**config.mk**
```make
export PLATFORM = sky130hd
export DESIGN_NAME = coh_snoop_dir
export DESIGN_NICKNAME = d
export VERILOG_FILES = /design/src/rtl/cdir_pkg.sv /design/src/rtl/cdir_meta_store.sv /design/src/rtl/cdir_data_store.sv /design/src/rtl/cdir_ack_gather.sv /design/src/rtl/coh_snoop_dir.sv
export SDC_FILE = /design/constraint.sdc
export NUM_CORES = 1
export LEC_CHECK = 0
export BUFFER_PORTS_ARGS = -buffer_cell sky130_fd_sc_hd__buf_4
export CAP_MARGIN = 20
export CORE_MARGIN = 4
export CORE_UTILIZATION = 34
export DETAILED_ROUTE_END_ITERATION = 12
export MAX_ROUTING_LAYER = met4
export SLEW_MARGIN = 20
export SYNTH_ARGS = -nofsm -noshare
export SYNTH_HDL_FRONTEND = slang
export SYNTH_SLANG_ARGS = --single-unit
export TNS_END_PERCENT = 50
```
**constraint.sdc**
```tcl
create_clock -name clk -period 6.1 [get_ports clk]
set_input_delay 0.305 -clock clk [delete_from_list [all_inputs] [get_ports clk]]
set_output_delay 0.305 -clock clk [all_outputs]
set_load 0.02 [all_outputs]
```
**src/rtl/cdir_pkg.sv**
```systemverilog
package cdir_pkg;

    typedef enum logic [1:0] {
        LS_I = 2'd0,
        LS_S = 2'd1,
        LS_E = 2'd2,
        LS_M = 2'd3
    } lstate_e;

    typedef enum logic [2:0] {
        ST_IDLE,
        ST_LOOKUP,
        ST_MEMRD,
        ST_SNPSEND,
        ST_SNPWAIT,
        ST_MEMWB,
        ST_RESP
    } fsm_e;

endpackage

```
**src/rtl/cdir_meta_store.sv**
```systemverilog
module cdir_meta_store
    import cdir_pkg::*;
#(
    parameter int NC = 6,
    parameter int NL = 16,
    localparam int LW = (NL > 1) ? $clog2(NL) : 1
) (
    input  logic          clk,
    input  logic          rst_n,
    input  logic [LW-1:0] rd_line,
    output lstate_e       rd_state,
    output logic [NC-1:0] rd_pres,
    output logic          rd_dv,
    input  logic          wr_en,
    input  logic [LW-1:0] wr_line,
    input  lstate_e       wr_state,
    input  logic [NC-1:0] wr_pres,
    input  logic          wr_dv
);

    lstate_e       st_r [NL];
    logic [NC-1:0] pr_r [NL];
    logic          dv_r [NL];

    for (genvar g = 0; g < NL; g++) begin : g_ent
        always_ff @(posedge clk or negedge rst_n) begin
            if (!rst_n) begin
                st_r[g] <= LS_I;
                pr_r[g] <= '0;
                dv_r[g] <= 1'b0;
            end else if (wr_en && wr_line == LW'(g)) begin
                st_r[g] <= wr_state;
                pr_r[g] <= wr_pres;
                dv_r[g] <= wr_dv;
            end
        end
    end

    assign rd_state = st_r[rd_line];
    assign rd_pres  = pr_r[rd_line];
    assign rd_dv    = dv_r[rd_line];

    // An owner state always carries exactly one presence bit
    p_owner_onehot_r11: assert property (@(posedge clk) disable iff (!rst_n)
        (wr_en && (wr_state == LS_E || wr_state == LS_M)) |-> $onehot(wr_pres));

    // A tracked line has at least one holder; an untracked one has none
    p_pres_matches_state_r11: assert property (@(posedge clk) disable iff (!rst_n)
        wr_en |-> ((wr_state == LS_I) == (wr_pres == '0)));

endmodule

```
**src/rtl/cdir_data_store.sv**
```systemverilog
module cdir_data_store #(
    parameter int NL = 16,
    parameter int DW = 32,
    localparam int LW = (NL > 1) ? $clog2(NL) : 1
) (
    input  logic          clk,
    input  logic          rst_n,
    input  logic [LW-1:0] rd_line,
    output logic [DW-1:0] rd_data,
    input  logic          wr_en,
    input  logic [LW-1:0] wr_line,
    input  logic [DW-1:0] wr_data
);

    logic [DW-1:0] mem_r [NL];

    for (genvar g = 0; g < NL; g++) begin : g_word
        always_ff @(posedge clk or negedge rst_n) begin
            if (!rst_n)
                mem_r[g] <= '0;
            else if (wr_en && wr_line == LW'(g))
                mem_r[g] <= wr_data;
        end
    end

    assign rd_data = mem_r[rd_line];

endmodule

```
**src/rtl/cdir_ack_gather.sv**
```systemverilog
module cdir_ack_gather #(
    parameter int NC = 6,
    parameter int DW = 32,
    localparam int CW = (NC > 1) ? $clog2(NC) : 1
) (
    input  logic          clk,
    input  logic          rst_n,
    input  logic          load,
    input  logic [NC-1:0] load_mask,
    input  logic          ack_valid,
    input  logic [CW-1:0] ack_core,
    input  logic          ack_dirty,
    input  logic [DW-1:0] ack_data,
    output logic [NC-1:0] pending,
    output logic          dirty_seen,
    output logic [DW-1:0] dirty_data
);

    logic [NC-1:0] ack_bit;
    assign ack_bit = NC'(1) << ack_core;

    always_ff @(posedge clk or negedge rst_n) begin
        if (!rst_n) begin
            pending    <= '0;
            dirty_seen <= 1'b0;
            dirty_data <= '0;
        end else if (load) begin
            pending    <= load_mask;
            dirty_seen <= 1'b0;
        end else if (ack_valid) begin
            pending <= pending & ~ack_bit;
            if (ack_dirty) begin
                dirty_seen <= 1'b1;
                dirty_data <= ack_data;
            end
        end
    end

    // Acknowledges arrive only from cores still being waited on
    p_ack_expected_r10: assert property (@(posedge clk) disable iff (!rst_n)
        ack_valid |-> (pending & ack_bit) != '0);

    // The pending set only shrinks between loads
    p_pending_shrinks_r10: assert property (@(posedge clk) disable iff (!rst_n)
        !load |=> (pending & ~$past(pending)) == '0);

endmodule

```
**src/rtl/coh_snoop_dir.sv**
```systemverilog
module coh_snoop_dir
    import cdir_pkg::*;
#(
    parameter int NC = 6,
    parameter int NL = 16,
    parameter int DW = 32,
    localparam int CW = (NC > 1) ? $clog2(NC) : 1,
    localparam int LW = (NL > 1) ? $clog2(NL) : 1
) (
    input  logic          clk,
    input  logic          rst_n,
    input  logic          req_valid,
    output logic          req_ready,
    input  logic [CW-1:0] req_core,
    input  logic          req_rfo,
    input  logic [LW-1:0] req_line,
    output logic          rsp_valid,
    output logic [CW-1:0] rsp_core,
    output logic [1:0]    rsp_grant,
    output logic [DW-1:0] rsp_data,
    output logic [NC-1:0] snp_valid,
    output logic          snp_inv,
    output logic [LW-1:0] snp_line,
    input  logic          ack_valid,
    input  logic [CW-1:0] ack_core,
    input  logic          ack_dirty,
    input  logic [DW-1:0] ack_data,
    output logic          mem_req,
    output logic          mem_we,
    output logic [LW-1:0] mem_line,
    output logic [DW-1:0] mem_wdata,
    input  logic          mem_ack,
    input  logic [DW-1:0] mem_rdata
);

    fsm_e          st, st_nxt;
    logic [CW-1:0] q_core;
    logic          q_rfo;
    logic [LW-1:0] q_line;
    logic [NC-1:0] tgt_q;
    logic          inv_q;
    logic [DW-1:0] fill_q;

    lstate_e       rd_state;
    logic [NC-1:0] rd_pres;
    logic          rd_dv;
    logic [DW-1:0] sh_data;

    lstate_e       n_state;
    logic [NC-1:0] n_pres;
    logic          n_dv;
    logic          wd_en;
    logic [DW-1:0] wd_data;
    lstate_e       grant;
    logic [DW-1:0] out_data;

    logic [NC-1:0] pending;
    logic          dirty_seen;
    logic [DW-1:0] dirty_data;

    logic [NC-1:0] req_bit;
    logic          hit;
    logic          owner_is_req;
    logic [NC-1:0] tgt;
    logic          gather_load;

    assign req_bit      = NC'(1) << q_core;
    assign hit          = (rd_state != LS_I);
    assign owner_is_req = (rd_state == LS_E || rd_state == LS_M) && rd_pres[q_core];

    // Snoop target selection from the looked-up entry
    always_comb begin
        tgt = '0;
        if (hit) begin
            if (rd_state == LS_S)
                tgt = q_rfo ? (rd_pres & ~req_bit) : '0;
            else
                tgt = owner_is_req ? '0 : rd_pres;
        end
    end

    assign gather_load = (st == ST_LOOKUP) && hit && (tgt != '0);

    cdir_meta_store #(.NC(NC), .NL(NL)) meta_i (
        .clk      (clk),
        .rst_n    (rst_n),
        .rd_line  (q_line),
        .rd_state (rd_state),
        .rd_pres  (rd_pres),
        .rd_dv    (rd_dv),
        .wr_en    (st == ST_RESP),
        .wr_line  (q_line),
        .wr_state (n_state),
        .wr_pres  (n_pres),
        .wr_dv    (n_dv)
    );

    cdir_data_store #(.NL(NL), .DW(DW)) data_i (
        .clk     (clk),
        .rst_n   (rst_n),
        .rd_line (q_line),
        .rd_data (sh_data),
        .wr_en   ((st == ST_RESP) && wd_en),
        .wr_line (q_line),
        .wr_data (wd_data)
    );

    cdir_ack_gather #(.NC(NC), .DW(DW)) gather_i (
        .clk        (clk),
        .rst_n      (rst_n),
        .load       (gather_load),
        .load_mask  (tgt),
        .ack_valid  (ack_valid),
        .ack_core   (ack_core),
        .ack_dirty  (ack_dirty),
        .ack_data   (ack_data),
        .pending    (pending),
        .dirty_seen (dirty_seen),
        .dirty_data (dirty_data)
    );

    // State register and request capture
    always_ff @(posedge clk or negedge rst_n) begin
        if (!rst_n) begin
            st     <= ST_IDLE;
            q_core <= '0;
            q_rfo  <= 1'b0;
            q_line <= '0;
            tgt_q  <= '0;
            inv_q  <= 1'b0;
            fill_q <= '0;
        end else begin
            st <= st_nxt;
            if (st == ST_IDLE && req_valid) begin
                q_core <= req_core;
                q_rfo  <= req_rfo;
                q_line <= req_line;
            end
            if (st == ST_LOOKUP) begin
                tgt_q <= tgt;
                inv_q <= q_rfo;
            end
            if (st == ST_MEMRD && mem_ack)
                fill_q <= mem_rdata;
        end
    end

    // Transitions
    always_comb begin
        st_nxt = st;
        unique case (st)
            ST_IDLE:    if (req_valid) st_nxt = ST_LOOKUP;
            ST_LOOKUP: begin
                if (!hit)              st_nxt = ST_MEMRD;
                else if (tgt != '0)    st_nxt = ST_SNPSEND;
                else                   st_nxt = ST_RESP;
            end
            ST_MEMRD:   if (mem_ack) st_nxt = ST_RESP;
            ST_SNPSEND: st_nxt = ST_SNPWAIT;
            ST_SNPWAIT: begin
                if (pending == '0)
                    st_nxt = (!q_rfo && dirty_seen) ? ST_MEMWB : ST_RESP;
            end
            ST_MEMWB:   if (mem_ack) st_nxt = ST_RESP;
            ST_RESP:    st_nxt = ST_IDLE;
            default:    st_nxt = ST_IDLE;
        endcase
    end

    // Entry update, grant and response data for the RESP state
    always_comb begin
        n_state  = rd_state;
        n_pres   = rd_pres;
        n_dv     = rd_dv;
        grant    = rd_state;
        wd_en    = 1'b0;
        wd_data  = fill_q;
        out_data = sh_data;
        if (rd_state == LS_I) begin
            grant    = q_rfo ? LS_M : LS_E;
            n_state  = grant;
            n_pres   = req_bit;
            n_dv     = !q_rfo;
            wd_en    = 1'b1;
            out_data = fill_q;
        end else if (rd_state == LS_S) begin
            if (q_rfo) begin
                grant   = LS_M;
                n_state = LS_M;
                n_pres  = req_bit;
                n_dv    = 1'b0;
            end else begin
                grant   = LS_S;
                n_pres  = rd_pres | req_bit;
            end
        end else if (owner_is_req) begin
            if (q_rfo) n_state = LS_M;
            grant = q_rfo ? LS_M : rd_state;
        end else begin
            if (q_rfo) begin
                grant   = LS_M;
                n_state = LS_M;
                n_pres  = req_bit;
                n_dv    = 1'b0;
            end else begin
                grant   = LS_S;
                n_state = LS_S;
                n_pres  = rd_pres | req_bit;
                n_dv    = 1'b1;
                wd_en   = dirty_seen;
                wd_data = dirty_data;
            end
            if (dirty_seen) out_data = dirty_data;
        end
    end

    // Port outputs by state
    always_comb begin
        req_ready = 1'b0;
        rsp_valid = 1'b0;
        snp_valid = '0;
        mem_req   = 1'b0;
        mem_we    = 1'b0;
        unique case (st)
            ST_IDLE:    req_ready = 1'b1;
            ST_LOOKUP:  ;
            ST_MEMRD:   mem_req = 1'b1;
            ST_SNPSEND: snp_valid = tgt_q;
            ST_SNPWAIT: ;
            ST_MEMWB: begin
                mem_req = 1'b1;
                mem_we  = 1'b1;
            end
            ST_RESP:    rsp_valid = 1'b1;
            default:    ;
        endcase
    end

    assign rsp_core  = q_core;
    assign rsp_grant = grant;
    assign rsp_data  = out_data;
    assign snp_inv   = inv_q;
    assign snp_line  = q_line;
    assign mem_line  = q_line;
    assign mem_wdata = dirty_data;

    // Assertions
    p_busy_after_accept_r10: assert property (@(posedge clk) disable iff (!rst_n)
        (req_valid && req_ready) |=> !req_ready);

    p_rsp_after_acks_r10: assert property (@(posedge clk) disable iff (!rst_n)
        rsp_valid |-> (pending == '0));

    p_ready_after_rsp_r10: assert property (@(posedge clk) disable iff (!rst_n)
        rsp_valid |=> req_ready);

    p_no_self_snoop_r4: assert property (@(posedge clk) disable iff (!rst_n)
        (snp_valid != '0) |-> !snp_valid[q_core]);

    p_downgrade_single_r11: assert property (@(posedge clk) disable iff (!rst_n)
        ((snp_valid != '0) && !snp_inv) |-> $onehot(snp_valid));

    p_grant_valid_r2: assert property (@(posedge clk) disable iff (!rst_n)
        rsp_valid |-> (rsp_grant != 2'd0));

    p_mem_hold_r2: assert property (@(posedge clk) disable iff (!rst_n)
        (mem_req && !mem_ack) |=> (mem_req && $stable(mem_line) && $stable(mem_we)));

    p_shared_copy_valid_r3: assert property (@(posedge clk) disable iff (!rst_n)
        (st == ST_LOOKUP && rd_state == LS_S) |-> rd_dv);

endmodule

```
Word level (Yosys, flattened, before mapping). Index checks and enable logic that the tools add are counted.

Register bits after elaboration: 729. Latch bits: 0. Bits in writable memories: 0. ROM bits: 0. Bits of input ports: 81. Output and inout bits: 88. Word-level logic and storage cells: 205. Memories: 0.

Add/subtract/negate cells: 0. Multiply operators: 0. Divide/modulo/power cells: 0. $lt $le $gt $ge: 2. Equality and inequality tests: 27. Shifts and indexed selects: 2. Muxes and demuxes: 56. Bitwise gates (word level): 7. Reduce and logical (&&, ||, !) cells: 53.

Operators with widths (number): two-way mux 32 bit (10); binary-select mux 32 bit (select 4 bit) (1); two-way mux 6 bit (13); logical AND 1 bit (39); equality test 4 bit (second input constant) (8); binary-select mux 6 bit (select 4 bit) (1); two-way mux 2 bit (10); equality test 4 x 3 -> 1 bit (second input constant) (4); two-way mux 3 bit (5); one-hot mux 3 bit (5 select lines) (1); two-way mux 1 bit (13); AND 6 bit (2); inverter 6 bit (2); left shift 1 x 3 -> 6 bit (first input constant) (2); equality test 3 bit (second input constant) (3); binary-select mux 2 bit (select 4 bit) (1); equality test 4 x 2 -> 1 bit (second input constant) (2); equality test 3 x 2 -> 1 bit (second input constant) (2); zero test 6 bit (1); OR 6 bit (1); AND reduction 3 bit (2); nonzero test 2 bit (3); nonzero test 6 bit (1); greater-or-equal comparator 5 bit (second input constant) (1); other kinds (17) (19).

Logic depth before layout (Yosys ltp). Gate-level depths: netlist of run 1.

Depth in word-level cells: 14. Gate-level depth with buffers: 14. Mapped depth without buffers: 8.

Hierarchy. A second synthesis of run 1 with hierarchy kept.

Cell total of the unflattened synthesis: 2266. Area, all modules: 34659.5 um2.

Modules (own cells, without submodules): cdir_data_store (instances 1, cells an instance 1405, area an instance 22770.6 um2, sequential area each 12812.3 um2); cdir_meta_store (instances 1, cells an instance 405, area an instance 6570.1 um2, sequential area each 3603.5 um2); coh_snoop_dir (instances 1, cells an instance 357, area an instance 3662.3 um2, sequential area each 1251.2 um2); cdir_ack_gather (instances 1, cells an instance 99, area an instance 1656.6 um2, sequential area each 975.9 um2).

Least setup slack after synthesis of run 1. OpenSTA, ideal clock, no wires.

Kind: reg-to-output. Start point: reg q_line[0], in the netlist mem_line[0]. End point: out rsp_data[10]. Arrival: 3.287 ns. Data required time: 5.795 ns. Setup slack: 2.508 ns. Cell stages (with the launch flop): 12. Buffers on the path: 3. Path through: dfrtp_1 buf_6 mux4_2 mux2_2 a22oi_2 o2bb2ai_1 nor4_4 and2_1 buf_2 buf_2 mux2i_1 o21ai_0.

Word-level cells in the longest chain between the ends: 10. Elaborated cells on any way between the ends: 22. Classes of those cells: eq/ne: 3; mux: 15; bitwise: 1; reduce/logical: 3.

RTL lines: start: declaration (line coh_snoop_dir.sv:39) `logic [LW-1:0] q_line;`; start signal: assignment (line coh_snoop_dir.sv:137) `q_line <= req_line;`; inverter 4 -> 5 bit (implied by the code) (*) (line cdir_meta_store.sv:39, cdir_meta_store.sv:40, cdir_data_store.sv:26); binary-select mux 6 bit (select 4 bit) or binary-select mux 2 bit (select 4 bit) (tied branches) (line cdir_meta_store.sv:40, cdir_meta_store.sv:39); two-way mux 6 bit (implied by the code) or two-way mux 2 bit (tied branches) (2 in series) (line cdir_meta_store.sv:40, cdir_meta_store.sv:39); binary-select mux 1 bit (select 3 bit) or equality test 2 bit (tied branches) (line coh_snoop_dir.sv:69) `assign owner_is_req = (rd_state == LS_E || rd_state == LS_M) && rd_pres[q_core];`; two-way mux 1 bit (implied by the code) or logical OR 1 bit (tied branches) (line coh_snoop_dir.sv:69); logical AND 1 bit (line coh_snoop_dir.sv:69); two-way mux 32 bit (line coh_snoop_dir.sv:196) `end else if (owner_is_req) begin`; two-way mux 32 bit (line coh_snoop_dir.sv:186) `end else if (rd_state == LS_S) begin`; two-way mux 32 bit (*) (line coh_snoop_dir.sv:179) `if (rd_state == LS_I) begin`; end: declaration (line coh_snoop_dir.sv:20) `output logic [DW-1:0] rsp_data,`.

Mark *: on every way between the ends. The rest lies on a longest branch, timed or not. The select of a mux whose other input is x is not followed.

Final worst setup path of run 1.
Start point: reg q_line[3], in the netlist mem_line[3]. End point: out rsp_data[20].

The elaborated chain is that of the path after synthesis.

==> results_dict.tcl, run 1 <==
set metrics [dict create \
    ys_warn_count 0 \
    cts_max_path_buffers 3 \
    die_height_um 325 \
    grt_pass1_wl_um 137000 \
    worstHoldPathType "in -> reg" \
    async_flop_share 1.00 \
    viasPerCell 5.31 \
    portBuffers 168 \
    post_dp_cell_area_mm2 0.0363 \
    cp.arrival_ps 5100 \
    wire_per_inst_um 22.5 \
    hold_end "gather_i.pending[4]" \
    synth_seq_cells 729 \
    finalPower_mw 22.6 \
    regToRegStartpoint "mem_line[3]" \
    startpoint_type "register" \
    setup_viol 0 \
    ys_types 67 \
    antenna_left 0 \
    max_stage_delay_ps 770 \
    final_area_mm2 0.0399 \
    drc 0 \
    final.setup.tns_ps 0 \
    end_kind "output pin" \
    clock-root-buffer "clkbuf_16" \
    crit_type "reg -> out" \
    boundaryPins 169 \
    rsz0062_at_grt "false" \
    cp_max_fo 55 \
    hpwlAfterDp_um 53700 \
    wirelength_um 86800 \
    maxSlewViolCount 0 \
    finalCriticalPeriod_ps 5410 \
    cts_max_level 3 \
    grt_pass1_vias 22437 \
    nFillCells 8940 \
    start_util 0.345 \
    cts_resized 0 \
    timing.rr.end "data_i.mem_r[78]" \
    whs_path_depth 4 \
    synth.avg_cell_area_um2 14.7 \
    regArea_mm2 0.0183 \
    syn-num-nets 2403 \
    cts.sinks 729 \
    grt_max_degree 177 \
    yosys_most_used_dff "dfrtp_1" \
    synth_area_mm2 0.0341 \
    layout-area-overhead-vs-synth_pct 17.3 \
    synth_edf_count 0 \
    drive_gt1_frac 0.465 \
    die_w_um 325 \
    worst_pin_slew_ps 1110 \
    crit_required_ps 5790 \
    dpl_worst_slack_ps 1260 \
    cellLeakagePower_nw 18.5 \
    ff2ff_path_depth 9 \
    final_common_cell "dfrtp_1" \
    clk_pin_slew_worst_paths_ps 60 \
    final_cell_mix "dfrtp_1, mux2_2, buf_4, mux4_2, a21oi_1" \
    grt_antenna_before_repair 3 \
    path_cells "nor2b_1 > a222oi_1 > a22oi_1 > a211oi_2 > nor4_4 > and2_2 > mux2i_1 > o21ai_0 > buf_4" \
    track_usage 0.170 \
    core_area_mm2 0.0989 \
    drt-initial-drc-count 1220 \
    multi_input_area_mm2 0.0147 \
    hold_viol 0 \
    setup_slack_ps 691 \
    num_rows 115 \
    cts_buffers 84 \
    fin_nets 2591 \
    die_area_mm2 0.105 \
    clk-insertion-delay-late_ps 650 \
    grt-ovfl-total 0 \
    skew_ps 22.7 \
    timing.final.crit_share 0.887 \
    maxCapViolCount 0 \
    layout.cells.non_filler 3862 \
    vdd_ir_drop_max_v 0.000412 \
    ff2ff_setup_slack_ps 1220 \
    cts_tree "yes" \
    synth_cells 2322 \
    dr.pass1.iters 6 \
    slew_headroom 0.258 \
    status "complete, no violations" \
    dpl.cell_count 3633 \
    p_per_area_mw_per_mm2 565 \
    seq_area_frac_synth 0.536 \
    vias 20498 \
    gp_congestion 0.795 \
    slowest_stage "dfrtp_4" \
    hp-start "ack_core[2]" \
    fmaxAchievable_mhz 185 \
]
metal layers:
| metal | GRT usage | up-vias | share of wire |
|---|---|---|---|
| li1 | - | 8905 | - |
| met1 | 0.220 | 11026 | 0.43 |
| met2 | 0.281 | 435 | 0.50 |
| met3 | 0.0246 | 132 | 0.039 |
| met4 | 0.0459 | 0 | 0.023 |
| met5 | - | - | 0 |
cell usage after synthesis, drive strengths merged (3+ instances only):
library cell / number / area [um^2]
mux2: 616 / 7160
nor2: 147 / 554
nor2b: 8 / 60.1
mux2i: 70 / 701
a22o: 5 / 43.8
a32o: 3 / 30.0
mux4: 178 / 4010
and2: 10 / 62.6
a21o: 4 / 31.3
nor3: 11 / 60.1
a222oi: 6 / 60.1
inv: 7 / 26.3
nand2b: 10 / 62.6
nand3b: 3 / 22.5
a22oi: 4 / 40.0
dfrtp: 729 / 18200
a31oi: 3 / 37.5
o21ai: 49 / 245
and3: 5 / 36.3
clkbuf: 70 / 263
nand3: 6 / 30.0
or3: 3 / 18.8
nand2: 76 / 293
a21oi: 142 / 714
buf: 127 / 947
metrics by stage:
step / hold slack, ps / util
2_1_floorplan: 9.41 / -
3_3_place_gp: 425 / 0.368
3_5_place_dp: 443 / 0.368
4_1_cts: 23.4 / 0.404
5_1_grt: 43.0 / 0.404
6_report: 69.5 / 0.404
cell families after synthesis:
logic type,count (synthesis),synth area share
AOI/OAI and AO/OA,237,0.0419
DFF,729,0.536
muxes,864,0.349
buffers and inverters,204,0.0363
and+or+nand+nor,288,0.0377
critical path: cells and delay by family, from the launching register on:
family                 cells  cell delay [ps]
AO/OA/AOI/OAI              4             1380
buffers and inverters      1              270
flip-flops                 1              770
multiplexers               1              140
AND/OR/NAND/NOR            3             1830
report_power, final:
group          switching, mW  internal (mW)
clock                   2.05           3.02
combinational           5.37           4.39
sequential              1.22           6.52
total                   8.65           13.9
cell type report:
type,count,share of cell area
Sequential cell,729,0.457
Inverter,7,0.000658
Clock inverter,31,0.00921
Clock buffer,119,0.0612
Antenna cell,1,0.0000626
Tap cell,1287,0.0403
Timing Repair Buffer,299,0.0641
Multi-Input combinational cell,1389,0.367
what timing repair did:
item,CTS,global route
hold buffers,78,0
buffers inserted,0,0
endpoints found under the setup margin,0,0
endpoints found under the hold margin,179,0
sequential cells by signal, indices dropped and copies added, names as in the netlist:
| signal | flops |
|---|---|
| tgt_q | 6 |
| data_i.mem_r | 512 |
| q_rfo | 1 |
| gather_i.pending | 6 |
| st | 3 |
| fill_q | 32 |
| gather_i.dirty_data | 32 |
| mem_line | 4 |
| gather_i.dirty_seen | 1 |
| rsp_core | 3 |
| meta_i.st_r | 32 |
| snp_inv | 1 |
| meta_i.pr_r | 96 |
how the worst max path moves through the flow:
stage	startpoint	endpoint	slack (ps)	depth (start not counted)
after floorplan	mem_line[0]	rsp_data[10]	2510	11
after global placement	mem_line[0]	rsp_data[20]	1290	9
after detailed placement	mem_line[0]	rsp_data[20]	1260	9
after CTS	mem_line[0]	rsp_data[20]	560	9
after global routing	mem_line[3]	rsp_data[23]	390	10
final	mem_line[3]	rsp_data[20]	690	9
(Power assumes the default switching activity.)
==> run 2, diff against run 1 <==
PLACE_DENSITY = 0.47   (was not set)
==> run 2 against run 1 <==
  * Cell count grew 0.31%
  * Highest routed layer unchanged
  * Register-to-register slack worse by 340 ps
  * Non-clock buffer count grew 10
  * Critical endpoint is now rsp_data[5]
  * Worst hold slack got worse by 27 ps
  * Largest power group unchanged
  * Sequential cell count unchanged
==> results_dict.tcl, run 2 (synthesis gave the netlist of run 1 again) <==
set metrics [dict create \
    startpoint_type "register" \
    grt_antenna_before_repair 1 \
    boundaryPins 169 \
    max_stage_delay_ps 820 \
    num_rows 115 \
    wirelength_um 92400 \
    crit_required_ps 5790 \
    cts.sinks 729 \
    grt-ovfl-total 0 \
    layout-area-overhead-vs-synth_pct 17.6 \
    cts_tree "yes" \
    wire_per_inst_um 23.8 \
    dr_wl_met2_um 45400 \
    utilization 0.405 \
    fmaxAchievable_mhz 174 \
    worst_pin_slew_ps 1020 \
    ff2ff_path_depth 10 \
    largest_reg_flops 512 \
    vias 20182 \
    timing.rr.end "data_i.mem_r[263]" \
    drt-met1-wl_um 42400 \
    crit_type "reg -> out" \
    finalCriticalPeriod_ps 5740 \
    p_per_area_mw_per_mm2 566 \
    cp_max_fo 41 \
    hpwlAfterDp_um 55200 \
    clk-insertion-delay-late_ps 630 \
    final_common_cell "dfrtp_1" \
    drt-initial-drc-count 1231 \
    grt_pass1_vias 22132 \
    dr.pass1.iters 5 \
    fin_nets 2604 \
    cts_buffers 87 \
    cts_max_level 3 \
    die_w_um 325 \
    ff2ff_setup_slack_ps 880 \
    die_height_um 325 \
    track_usage 0.181 \
    maxCapViolCount 0 \
    timing.final.crit_share 0.941 \
    rsz0062_at_grt "false" \
    portBuffers 168 \
    start_util 0.345 \
    gp_congestion 0.779 \
    dpl.cell_count 3643 \
    antenna_left 0 \
    status "complete, no violations" \
    dr_wl_met3_um 2980 \
    core_area_mm2 0.0989 \
    crit_end "rsp_data[5]" \
    viasPerCell 5.21 \
    end_kind "output pin" \
    slowest_stage "and2_2" \
    diodes 0 \
    slew_headroom 0.318 \
    grt_max_degree 165 \
    drc 0 \
    grt_pass1_wl_um 143000 \
    layout.cells.non_filler 3874 \
    worstHoldPathType "in -> reg" \
    final_cell_mix "dfrtp_1, mux2_2, buf_4, mux4_2, nor2_1" \
    final.setup.tns_ps 0 \
    regMostFlops "data_i.mem_r" \
    skew_ps 22.4 \
    maxSlewViolCount 0 \
    path_cells "buf_16 > nor2b_1 > a222oi_1 > a22oi_1 > a211oi_2 > nor4_4 > and2_2 > buf_12 > mux2i_1 > o21ai_0 > buf_4" \
    regToRegStartpoint "mem_line[3]" \
    die_area_mm2 0.105 \
    top_layer "met4" \
    cellLeakagePower_nw 18.6 \
    hold_viol 0 \
    vdd_ir_drop_max_v 0.000294 \
    cp.arrival_ps 5440 \
    setup_viol 0 \
    drive_gt1_frac 0.465 \
    clk_pin_slew_worst_paths_ps 60 \
    clock-root-buffer "clkbuf_16" \
    cts_max_path_buffers 3 \
    worstSetupStartpoint "mem_line[3]" \
    largestRegisters "data_i.mem_r (512), meta_i.pr_r (96)" \
    holdWs_ps 42.3 \
]
-- run 2: what timing repair did --
item,4_1_cts,5_1_grt
gates resized for setup,0,0
hold buffers,77,0
buffers inserted,0,0
hold endpoints to repair,166,0
-- run 2: worst max-delay path, delay by kind of cell (launching register included) --
family | cells | cell delay, ps
compound gates | 4 | 1210
buf+inv | 3 | 780
flops | 1 | 640
mux | 1 | 90
simple gates | 3 | 2010
-- run 2: where the power goes --
| group | total [mW] | internal, mW | switching, mW |
|---|---|---|---|
| sequential | 7.68 | 6.52 | 1.16 |
| combinational | 9.89 | 4.41 | 5.48 |
| clock | 5.11 | 3.07 | 2.04 |
| total | 22.7 | 14.0 | 8.67 |
-- run 2: cell type report --
cell class / count / area, um^2
clock buffer: 133 / 2580
tap: 1287 / 1610
multi-input combinational: 1389 / 14700
inverter: 7 / 26.3
timing repair buffer: 309 / 2670
fill: 9077 / 58800
clock inverter: 20 / 230
sequential: 729 / 18300
-- run 2: worst min path at each step --
stage                            from             endpoint  depth (start not counted)
final                     ack_core[1]  gather_i.pending[0]                          3
after global routing      ack_core[1]  gather_i.pending[0]                          3
after CTS                 ack_core[1]  gather_i.pending[0]                          3
after detailed placement        rst_n      meta_i.pr_r[50]                          1
after global placement          rst_n      meta_i.pr_r[56]                          1
after floorplan                 rst_n      data_i.mem_r[0]                          0
-- run 2: metal layers --
| metal | vias to the layer above | global-route usage |
|---|---|---|
| li1 | 8932 | - |
| met1 | 10834 | 0.242 |
| met2 | 316 | 0.295 |
| met3 | 100 | 0.0274 |
| met4 | 0 | 0.0359 |
| met5 | - | - |
-- run 2: stage by stage --
step / worst slack [ps] / power [mW] / cell area [um^2]
floorplan: 2510 / 14.6 / 34100
global placement: 858 / 17.5 / 36400
detailed placement: 803 / 17.8 / 36400
CTS: 258 / 23.0 / 40000
global route: 72.9 / 24.1 / 40100
finish: 358 / 22.7 / 40100
